## src/rtl/lit_pkg.sv

```systemverilog
// Shared types of the link integrity monitor.
// Assumes: nothing beyond IEEE 1800-2017.
package lit_pkg;
    typedef enum logic [2:0] {
        LS_PASS   = 3'd0,
        LS_FRESET = 3'd1,
        LS_FWAIT  = 3'd2,
        LS_FAIL   = 3'd3,
        LS_FEXT   = 3'd4
    } link_state_e;
endpackage

```

## src/rtl/lit_ms_timer.sv

```systemverilog
// Saturating millisecond counter that can be restarted.
// Assumes: tick is one clock wide; clear has priority over tick.
module lit_ms_timer #(
    parameter int unsigned LIMIT = 100,
    localparam int unsigned W = $clog2(LIMIT + 1)
) (
    input  logic         clk,
    input  logic         rst_n,
    input  logic         clear,
    input  logic         tick,
    output logic [W-1:0] count,
    output logic         done
);
    // Count ticks up to LIMIT, then hold.
    always_ff @(posedge clk) begin
        if (!rst_n || clear)
            count <= '0;
        else if (tick && count < W'(LIMIT))
            count <= count + W'(1);
    end

    assign done = (count >= W'(LIMIT));

    assert_timer_sat_R2: assert property (@(posedge clk) disable iff (!rst_n)
        count <= W'(LIMIT));
endmodule

```

## src/rtl/lit_link_fsm.sv

```systemverilog
// Link state machine: pass, fail-reset, fail-wait, fail and fail-extended.
// Assumes: min_done and ivl_count come from timers restarted by this block's
// restart output; lp_strobe and rx_active are already qualified.
module lit_link_fsm
    import lit_pkg::*;
#(
    parameter int unsigned LOSS_MS = 100,
    parameter int unsigned MAX_MS  = 100,
    parameter int unsigned CNT_MAX = 2,
    parameter int unsigned IVL_W   = 7,
    localparam int unsigned CW     = $clog2(CNT_MAX + 1)
) (
    input  logic             clk,
    input  logic             rst_n,
    input  logic             test_en,
    input  logic             rx_active,
    input  logic             lp_strobe,
    input  logic             min_done,
    input  logic [IVL_W-1:0] ivl_count,
    output logic             restart,
    output logic             link_pass
);
    link_state_e st, nxt;
    logic [CW-1:0] cnt, cnt_nxt, cnt_inc;
    logic valid_lp, loss_hit, max_hit;

    assign valid_lp = lp_strobe && min_done;
    assign loss_hit = (ivl_count >= IVL_W'(LOSS_MS));
    assign max_hit  = (ivl_count >= IVL_W'(MAX_MS));
    assign cnt_inc  = cnt + CW'(1);

    // Next-state and pulse-count decision.
    always_comb begin
        nxt     = st;
        cnt_nxt = cnt;
        if (!test_en) begin
            nxt     = LS_PASS;
            cnt_nxt = '0;
        end else begin
            unique case (st)
                LS_PASS: begin
                    if (!rx_active && !valid_lp && loss_hit) begin
                        nxt     = LS_FRESET;
                        cnt_nxt = '0;
                    end
                end
                LS_FRESET: begin
                    cnt_nxt = '0;
                    nxt     = rx_active ? LS_PASS : LS_FWAIT;
                end
                LS_FWAIT: begin
                    if (rx_active) begin
                        nxt = LS_PASS;
                    end else if (lp_strobe) begin
                        cnt_nxt = cnt_inc;
                        nxt     = (cnt_inc >= CW'(CNT_MAX)) ? LS_PASS : LS_FAIL;
                    end
                end
                LS_FAIL: begin
                    if (rx_active) begin
                        nxt = LS_PASS;
                    end else if (lp_strobe && !min_done) begin
                        nxt = LS_FEXT;
                    end else if (lp_strobe) begin
                        cnt_nxt = cnt_inc;
                        if (cnt_inc >= CW'(CNT_MAX))
                            nxt = LS_PASS;
                    end else if (max_hit) begin
                        nxt = LS_FEXT;
                    end
                end
                LS_FEXT: begin
                    if (rx_active) begin
                        nxt = LS_PASS;
                    end else if (!lp_strobe) begin
                        nxt     = LS_FRESET;
                        cnt_nxt = '0;
                    end
                end
                default: nxt = LS_PASS;
            endcase
        end
    end

    // State and count registers.
    always_ff @(posedge clk) begin
        if (!rst_n) begin
            st  <= LS_PASS;
            cnt <= '0;
        end else begin
            st  <= nxt;
            cnt <= cnt_nxt;
        end
    end

    // Timers restart on any state change or on qualifying activity.
    always_comb begin
        restart = (nxt != st) || !test_en
               || (st == LS_PASS && (rx_active || valid_lp))
               || (st == LS_FAIL && valid_lp);
    end

    assign link_pass = (st == LS_PASS);

    assert_freset_cnt_clear_R3: assert property (@(posedge clk) disable iff (!rst_n)
        st == LS_FRESET |-> cnt == '0);
    assert_data_exit_R4: assert property (@(posedge clk) disable iff (!rst_n)
        (test_en && rx_active && st != LS_PASS) |=> st == LS_PASS);
    assert_early_pulse_ext_R3: assert property (@(posedge clk) disable iff (!rst_n)
        (test_en && !rx_active && st == LS_FAIL && lp_strobe && !min_done) |=> st == LS_FEXT);
    assert_bypass_pass_R7: assert property (@(posedge clk) disable iff (!rst_n)
        !test_en |=> st == LS_PASS);
endmodule

```

## src/rtl/lit_idle_pulse_gen.sv

```systemverilog
// Requests one idle link pulse every PERIOD_MS ticks while transmit is idle.
// Assumes: PERIOD_MS >= 2; the request is a single clock wide.
module lit_idle_pulse_gen #(
    parameter int unsigned PERIOD_MS = 10,
    localparam int unsigned PW = $clog2(PERIOD_MS)
) (
    input  logic clk,
    input  logic rst_n,
    input  logic enable,
    input  logic tick,
    output logic req
);
    logic [PW-1:0] pcnt;
    logic wrap;

    assign wrap = (pcnt == PW'(PERIOD_MS - 1));

    // Period counter and registered request.
    always_ff @(posedge clk) begin
        if (!rst_n || !enable) begin
            pcnt <= '0;
            req  <= 1'b0;
        end else begin
            req <= tick && wrap;
            if (tick)
                pcnt <= wrap ? '0 : pcnt + PW'(1);
        end
    end

    assert_req_single_R8: assert property (@(posedge clk) disable iff (!rst_n)
        req |=> !req);
    assert_req_enabled_R8: assert property (@(posedge clk) disable iff (!rst_n)
        req |-> $past(enable));
endmodule

```

## src/rtl/lit_monitor.sv

```systemverilog
// Top of the link integrity monitor: timers, link state machine and the
// idle pulse requester, plus the gating outputs and LED drive.
// Assumes: all inputs synchronous to clk; ms_tick one cycle per millisecond.
module lit_monitor #(
    parameter int unsigned LOSS_MS      = 100,
    parameter int unsigned MIN_MS       = 4,
    parameter int unsigned MAX_MS       = 100,
    parameter int unsigned CNT_MAX      = 2,
    parameter int unsigned LP_PERIOD_MS = 10
) (
    input  logic clk,
    input  logic rst_n,
    input  logic ms_tick,
    input  logic rx_active,
    input  logic lp_strobe,
    input  logic test_en,
    input  logic tx_busy,
    input  logic force_lb,
    output logic link_good,
    output logic tx_permit,
    output logic rx_permit,
    output logic lpbk_permit,
    output logic lp_req,
    output logic led_link_n
);
    localparam int unsigned IVL_LIMIT = (LOSS_MS > MAX_MS) ? LOSS_MS : MAX_MS;
    localparam int unsigned IVL_W     = $clog2(IVL_LIMIT + 1);
    localparam int unsigned MIN_W     = $clog2(MIN_MS + 1);

    logic             restart, min_done, ivl_done, link_pass;
    logic [IVL_W-1:0] ivl_count;
    logic [MIN_W-1:0] min_count;

    lit_ms_timer #(.LIMIT(MIN_MS)) u_min_tmr (
        .clk(clk), .rst_n(rst_n), .clear(restart), .tick(ms_tick),
        .count(min_count), .done(min_done));

    lit_ms_timer #(.LIMIT(IVL_LIMIT)) u_ivl_tmr (
        .clk(clk), .rst_n(rst_n), .clear(restart), .tick(ms_tick),
        .count(ivl_count), .done(ivl_done));

    lit_link_fsm #(
        .LOSS_MS(LOSS_MS), .MAX_MS(MAX_MS), .CNT_MAX(CNT_MAX), .IVL_W(IVL_W)
    ) u_fsm (
        .clk(clk), .rst_n(rst_n), .test_en(test_en), .rx_active(rx_active),
        .lp_strobe(lp_strobe), .min_done(min_done), .ivl_count(ivl_count),
        .restart(restart), .link_pass(link_pass));

    lit_idle_pulse_gen #(.PERIOD_MS(LP_PERIOD_MS)) u_lpgen (
        .clk(clk), .rst_n(rst_n), .enable(test_en && !force_lb && !tx_busy),
        .tick(ms_tick), .req(lp_req));

    // Gate the data paths and drive the LED from the link verdict.
    always_comb begin
        link_good   = !test_en || link_pass;
        tx_permit   = link_good;
        rx_permit   = link_good;
        lpbk_permit = link_good;
        led_link_n  = !link_good;
    end

    assert_ivl_sat_R2: assert property (@(posedge clk) disable iff (!rst_n)
        ivl_done |-> ivl_count == IVL_W'(IVL_LIMIT));
    assert_min_bounded_R3: assert property (@(posedge clk) disable iff (!rst_n)
        min_count <= MIN_W'(MIN_MS));
endmodule

```

## config.mk

```make
export PLATFORM = sky130hd
export DESIGN_NAME = lit_monitor
export DESIGN_NICKNAME = d
export VERILOG_FILES = /design/src/rtl/lit_pkg.sv /design/src/rtl/lit_ms_timer.sv /design/src/rtl/lit_link_fsm.sv /design/src/rtl/lit_idle_pulse_gen.sv /design/src/rtl/lit_monitor.sv
export SDC_FILE = /design/constraint.sdc
export NUM_CORES = 1
export LEC_CHECK = 0
export ABC_CLOCK_PERIOD_IN_PS = 2500
export BUFFER_PORTS_ARGS = -buffer_cell sky130_fd_sc_hd__buf_2
export CAP_MARGIN = 40
export CELL_PAD_IN_SITES_DETAIL_PLACEMENT = 0
export CELL_PAD_IN_SITES_GLOBAL_PLACEMENT = 1
export CORE_MARGIN = 4
export CORE_UTILIZATION = 35
export DETAILED_ROUTE_END_ITERATION = 7
export HOLD_SLACK_MARGIN = 0.02
export PLACE_DENSITY = 0.64
export SKIP_LAST_GASP = 1
export SYNTH_ARGS = -nofsm -noshare
export SYNTH_HDL_FRONTEND = slang
export SYNTH_SLANG_ARGS = --single-unit
```

## constraint.sdc

```tcl
create_clock -name clk -period 2.5 [get_ports clk]
set_input_delay 0.125 -clock clk [delete_from_list [all_inputs] [get_ports clk]]
set_output_delay 0.125 -clock clk [all_outputs]
set_load 0.02 [all_outputs]
```

Word level (Yosys, flattened, before mapping)
Cells that the tools add are included.
{"block": "op_classes", "add_sub_neg": 4, "magnitude_cmp": 5, "eq_ne": 12, "muxes": 23, "n_reduce_logical": 31}
{"operator": "$mux 3", "count": 11}
{"operator": "$mux 2", "count": 9}
{"operator": "$pmux 3 s5", "count": 1}
{"operator": "$logic_and 1x1->1", "count": 11}
{"operator": "$ne 2x2->1 const B", "count": 5}
{"operator": "$pmux 2 s5", "count": 1}
{"operator": "$logic_not 1->1", "count": 9}
{"operator": "$add 7x1->7 const B", "count": 1}
{"operator": "$ge 7x7->1 const B", "count": 1}
{"operator": "$logic_or 1x1->1", "count": 7}
{"operator": "$lt 7x7->1 const B", "count": 1}
{"operator": "$reduce_and 7->1", "count": 1}
{"operator": "$eq 3x2->1 const B", "count": 2}
{"operator": "$reduce_bool 5->1", "count": 1}
{"operator": "$add 4x1->4 const B", "count": 1}
{"operator": "$eq 4x4->1 const B", "count": 1}
{"operator": "$mux 4", "count": 1}
{"operator": "$add 3x1->3 const B", "count": 1}
{"operator": "$eq 3x1->1 const B", "count": 1}
{"operator": "$eq 3x3->1 const B", "count": 1}
{"operator": "$ge 3x3->1 const B", "count": 1}
{"operator": "$logic_not 3->1", "count": 1}
{"operator": "$lt 3x3->1 const B", "count": 1}
{"operator": "$ne 3x3->1", "count": 1}
{"operator": "other kinds (4)", "count": 4}
{"block": "totals", "register_bits": 20, "in_bits": 8, "out_inout_bits": 6, "elab_cells": 81}

Depth between registers and ports, before layout
{"block": "depth", "word_depth": 13, "ltp_mapped": 6, "mapped_depth_nobuf": 5}

Modules after synthesis
A second synthesis with hierarchy kept.
{"block": "hier_totals", "cells_unflattened": 150, "area_unflattened_um2": 1280.0}
{"mod": "lit_link_fsm", "n_inst": 1, "cells_per_inst": 61, "area_each_um2": 496.7, "seq_area_each_um2": 100.1}
{"mod": "lit_ms_timer at u_ivl_tmr", "n_inst": 1, "cells_per_inst": 45, "area_each_um2": 367.9, "seq_area_each_um2": 140.1}
{"mod": "lit_idle_pulse_gen", "n_inst": 1, "cells_per_inst": 22, "area_each_um2": 216.5, "seq_area_each_um2": 100.1}
{"mod": "lit_ms_timer at u_min_tmr", "n_inst": 1, "cells_per_inst": 16, "area_each_um2": 151.4, "seq_area_each_um2": 60.1}
{"mod": "lit_monitor", "n_inst": 1, "cells_per_inst": 6, "area_each_um2": 47.5, "seq_area_each_um2": 0.0}

Least setup slack after synthesis
No wires, ideal clock.
{"block": "synth_timing", "path_kind": "reg-to-reg", "start": "reg u_ivl_tmr.count[2]", "end": "reg u_ivl_tmr.count[6]", "setup_ns": 0.058, "arrival_time_ns": 1.654, "t_required_ns": 2.442, "setup_slack_ns": 0.787, "stages_incl_launch_ff": 6, "n_path_buf": 0, "synth_period_minus_slack_ns": 1.713, "path_cell_list": "dfxtp_1 > o311a_4 > or3_1 > a31oi_1 > nand3_2 > o21ba_1"}
{"block": "synth_via", "elab_chain_cells": 12, "word_cells_on_any_way": 17, "classes_between": "add/sub (1); order compare (2); eq/ne (1); mux (7); reduce/logical (6)"}
{"item": "from (decl)", "line": "lit_ms_timer.sv:11", "source": "output logic [W-1:0] count,"}
{"item": "from (signal assigned)", "line": "lit_ms_timer.sv:19", "source": "count <= count + W'(1);"}
{"item": "$ge 7x7->1", "line": "lit_link_fsm.sv:28, lit_link_fsm.sv:29"}
{"item": "$mux 3", "line": "lit_link_fsm.sv:68", "source": "end else if (max_hit) begin"}
{"item": "$mux 3", "line": "lit_link_fsm.sv:64", "source": "end else if (lp_strobe) begin"}
{"item": "$mux 3", "line": "lit_link_fsm.sv:62", "source": "end else if (lp_strobe && !min_done) begin"}
{"item": "$mux 3", "line": "lit_link_fsm.sv:60", "source": "if (rx_active) begin"}
{"item": "$pmux 3 s5", "line": "lit_link_fsm.sv:40", "source": "unique case (st)"}
{"item": "$mux 3", "line": "lit_link_fsm.sv:36", "source": "if (!test_en) begin"}
{"item": "$ne 3x3->1", "line": "lit_link_fsm.sv:98", "source": "restart = (nxt != st) || !test_en"}
{"item": "$logic_or 1x1->1", "line": "lit_link_fsm.sv:98"}
{"item": "$logic_or 1x1->1", "line": "lit_link_fsm.sv:99", "source": "|| (st == LS_PASS && (rx_active || valid_lp))"}
{"item": "$logic_or 1x1->1", "line": "lit_link_fsm.sv:100", "source": "|| (st == LS_FAIL && valid_lp);"}
{"item": "$logic_or 1x1->1", "line": "lit_ms_timer.sv:16", "source": "if (!rst_n || clear)"}
Parallel ways exist; a longest one is shown, timed or not.
A chain may end at the register's enable or synchronous reset.

Worst setup path in the final report
{"block": "layout_timing", "start": "reg u_fsm.st[1]", "end": "reg u_ivl_tmr.count[6]"}
{"block": "layout_via", "elab_chain_cells": 11, "word_cells_on_any_way": 24, "classes_between": "eq/ne (5); mux (12); reduce/logical (7)"}
{"item": "from (decl)", "line": "lit_link_fsm.sv:23", "source": "link_state_e st, nxt;"}
{"item": "from (signal assigned)", "line": "lit_link_fsm.sv:91", "source": "st <= nxt;"}
{"item": "$mux 3, on equally long branches", "line": "lit_link_fsm.sv:68, lit_link_fsm.sv:66"}
{"item": "$mux 3", "line": "lit_link_fsm.sv:64"}
{"item": "$mux 3", "line": "lit_link_fsm.sv:62"}
{"item": "$mux 3", "line": "lit_link_fsm.sv:60"}
{"item": "$pmux 3 s5", "line": "lit_link_fsm.sv:40"}
{"item": "$mux 3", "line": "lit_link_fsm.sv:36"}
{"item": "$ne 3x3->1", "line": "lit_link_fsm.sv:98"}
{"item": "$logic_or 1x1->1", "line": "lit_link_fsm.sv:98"}
{"item": "$logic_or 1x1->1", "line": "lit_link_fsm.sv:99"}
{"item": "$logic_or 1x1->1 (*)", "line": "lit_link_fsm.sv:100"}
{"item": "$logic_or 1x1->1 (*)", "line": "lit_ms_timer.sv:16"}
Mark *: on every way between the ends. The rest lies on a longest branch, timed or not.

==> results.md <==
- Switching part of the total: 22.7%
- Crit path max fanout: 13
- HPWL Detailed: 1.77 mm
- Tcrit/Tclk final: 79.5%
- Mapped Cells: 140
- Commonest non-fill, non-tap cell in the layout: dfxtp_1
- First-pass GRT wire length: 4.16 mm
- Async set-or-reset flop fraction in the synthesized netlist: 0%
- Most frequent cells in the layout: dfxtp_1 (20), nor2_1 (17), buf_2 (13), nor2b_1 (9), nand2_1 (8)
- Cell total after placement: 189
- Nets@finish: 161
- Final WS setup: 0.513 ns
- Synthesis warning total: 0
- Largest net degree at the start of global routing: 17
- Run status: completed
- Cell Chain, Critical Path: or3b_2 -> o221a_2 -> a31oi_1 -> nand3_2 -> o21ba_1
- Vias in the first global route: 940
- TritonRoute pass-1 iters: 4
- Synthesized Nets: 151
- Ports: 14
- Routability congestion estimate: 0.775
- Fin Hold WS: 0.138 ns
- Syn_area_per_cell: 8.34 µm²
- Pwr/cell area: 429 nW/µm²
- Sequential share of the synthesized area: 34.3%
- Gr usage total: 12.2%
- Post-route non-filler standard cell count: 193
- Hold Buf Count CTS: 0
- Setup TNS: 0 ns
- LEAKAGE: 0.451 nW
- Seq pwr share: 58.7%
- Clock Power Share: 34.3%
- Ys flop type: dfxtp_1
- Residual DRC count: 0
- Initial antenna violation count: 0
- CP endpoint kind: register
- Tightest Pin Transition: 0.441 ns
- Final setup fails: 0
- Vias per inst: 5.23
- Total power: 0.550 mW
- Fmax: 503 MHz
- CTS resizes: 0
- Setup WS pre-CTS: 0.526 ns
- Final min period: 1.99 ns
- Post-layout util: 41.0%
- VDD IR max: 0.282 mV
- Starting density of the core: 37.3%
- Remaining global-route overflow: 0
- Post-synth EDFFs: 0
- Combinational share of power: 7.0%
- Worst-path clk slew: 0.11 ns
- Post-synth cell types: 46
- Area of the mapped netlist: 1170 µm²
- TritonCTS Sinks: 20
- CTS H-tree lvls: 1
- RSZ-0062 raised after global routing: false
- Slowest Stage Delay on Critical Path: 0.57 ns
- Clk Latency, worst-skew pair: 0.30 ns
- Core area: 3130 µm²
- Crit path launch type: register
- ANT cells: 0
- Die X-Extent: 65.8 µm
- 1st-iter DRT viols: 52
- Die height: 65.8 µm
- CP arrival: 2.24 ns
- Data required, critical path: 2.75 ns
- Max Slew Vio Count: 0
- CTS root buf: clkbuf_4
- Net switching power figure: 0.125 mW
- Top cell type's share of synthesized area: 34.3%
- Vias: 1009
- Crit Path Class: register to register
- Crit path max-delay cell type: dfxtp_1
- Share of cells above drive strength 1: 15.4%
- Synth Register Bits: 20
- Post-CTS setup buffer count: 0
- CTS tree: yes
- Area growth from synthesis to layout: 9.86%
- Routed WL: 2.36 mm
- Post-synth top area cell: dfxtp_1
- Port bufs: 13
- Hold Fails Final Rpt: 0
- Pint: 0.426 mW
- Clock Tree Buf Depth: 2
- Top cells by area, synth: dfxtp_1 (34%), nor2_1 (5.5%), nor2b_1 (4.8%)
- WL per Instance: 12.2 µm
- Relative slew slack: 70.6%
- Total CTS buffers: 3
- Class of the worst hold path: primary input to register
- Row cnt: 20
- Die area: 4320 µm²
- Antenna Violating Nets Remaining: 0
- Placed instance area: 1250 µm²
- Max-Cap Viols: 0
- Clock Skews: 0.00250 ns
- Post-Layout Inst Area: 1280 µm²
- Filler cells: 331
worst max-delay path: cells and delay by family (launching register included):
| family | cells | cell delay, ns |
|---|---|---|
| AND/OR/NAND/NOR | 2 | 0.70 |
| AO/OA/AOI/OAI | 3 | 0.68 |
| flip-flops | 1 | 0.57 |
power groups by stage:
| stage | combinational [mW] | clock (mW) | sequential (mW) |
|---|---|---|---|
| 2_1_floorplan | 0.0276 | 0 | 0.329 |
| 3_3_place_gp | 0.0386 | 0 | 0.330 |
| 3_5_place_dp | 0.0391 | 0 | 0.330 |
| 4_1_cts | 0.0393 | 0.201 | 0.323 |
| 5_1_grt | 0.0437 | 0.214 | 0.324 |
| 6_report | 0.0388 | 0.189 | 0.323 |
cells in the mapped netlist, types with 2 or more instances:
library cell,n
nand2_1,8
nor2b_1,9
a21oi_1,7
nand3_1,2
dfxtp_1,20
clkbuf_1,5
xor2_1,3
xnor2_1,5
and2_1,2
mux2i_1,2
nor2_1,17
nor4b_1,2
ha_1,3
inv_1,5
a31oi_1,4
buf_4,3
o21ai_0,6
nand4_1,3
or3_1,2
nand2b_1,3
nor3_1,4
registers in the layout, indices dropped and copies added (netlist names):
register	count
u_fsm.st	3
u_ivl_tmr.count	7
u_lpgen.pcnt	4
u_lpgen.req	1
u_min_tmr.count	3
u_fsm.cnt	2
logic make-up (layout without fill, tap and decap cells):
kind of cell | Yosys count | in the layout | share of synthesized area [%]
DFF | 20 | 20 | 34.3
adders and majority gates | 3 | 3 | 3.22
and+or+nand+nor | 61 | 61 | 29.0
xor gates and xnor gates | 8 | 8 | 6.00
AOI/OAI and AO/OA | 33 | 33 | 20.6
muxes | 2 | 2 | 1.71
buffers and inverters | 13 | 22 | 5.14
worst paths after layout:
check / slack (ns) / from / end / cells after the start
hold reg to reg: 0.49 / u_lpgen.pcnt[3] / u_lpgen.pcnt[3] / 2
hold / removal: 0.14 / rst_n / u_fsm.st[0] / 3
setup reg to reg: 0.51 / u_fsm.st[1] / u_ivl_tmr.count[6] / 5
setup / recovery: 0.51 / u_fsm.st[1] / u_ivl_tmr.count[6] / 5
metal layers:
metal	vias to the layer above	GRT usage, %	wire [µm]
met5	-	0	0
met2	25	19.8	1070
met3	2	3.93	141
met1	461	16.1	1140
met4	0	1.55	15
li1	521	-	-
final cells by class:
type / count / area, µm² / share of cell area, %
well taps: 44 / 55.1 / 4.29
clock buffers: 4 / 36.3 / 2.83
inverters: 5 / 18.8 / 1.46
multi-input cells: 107 / 707 / 55.1
repair buffers: 13 / 65.1 / 5.07
flip-flops and latches: 20 / 400 / 31.2
Note: power is estimated with default switching activity, not from simulation.
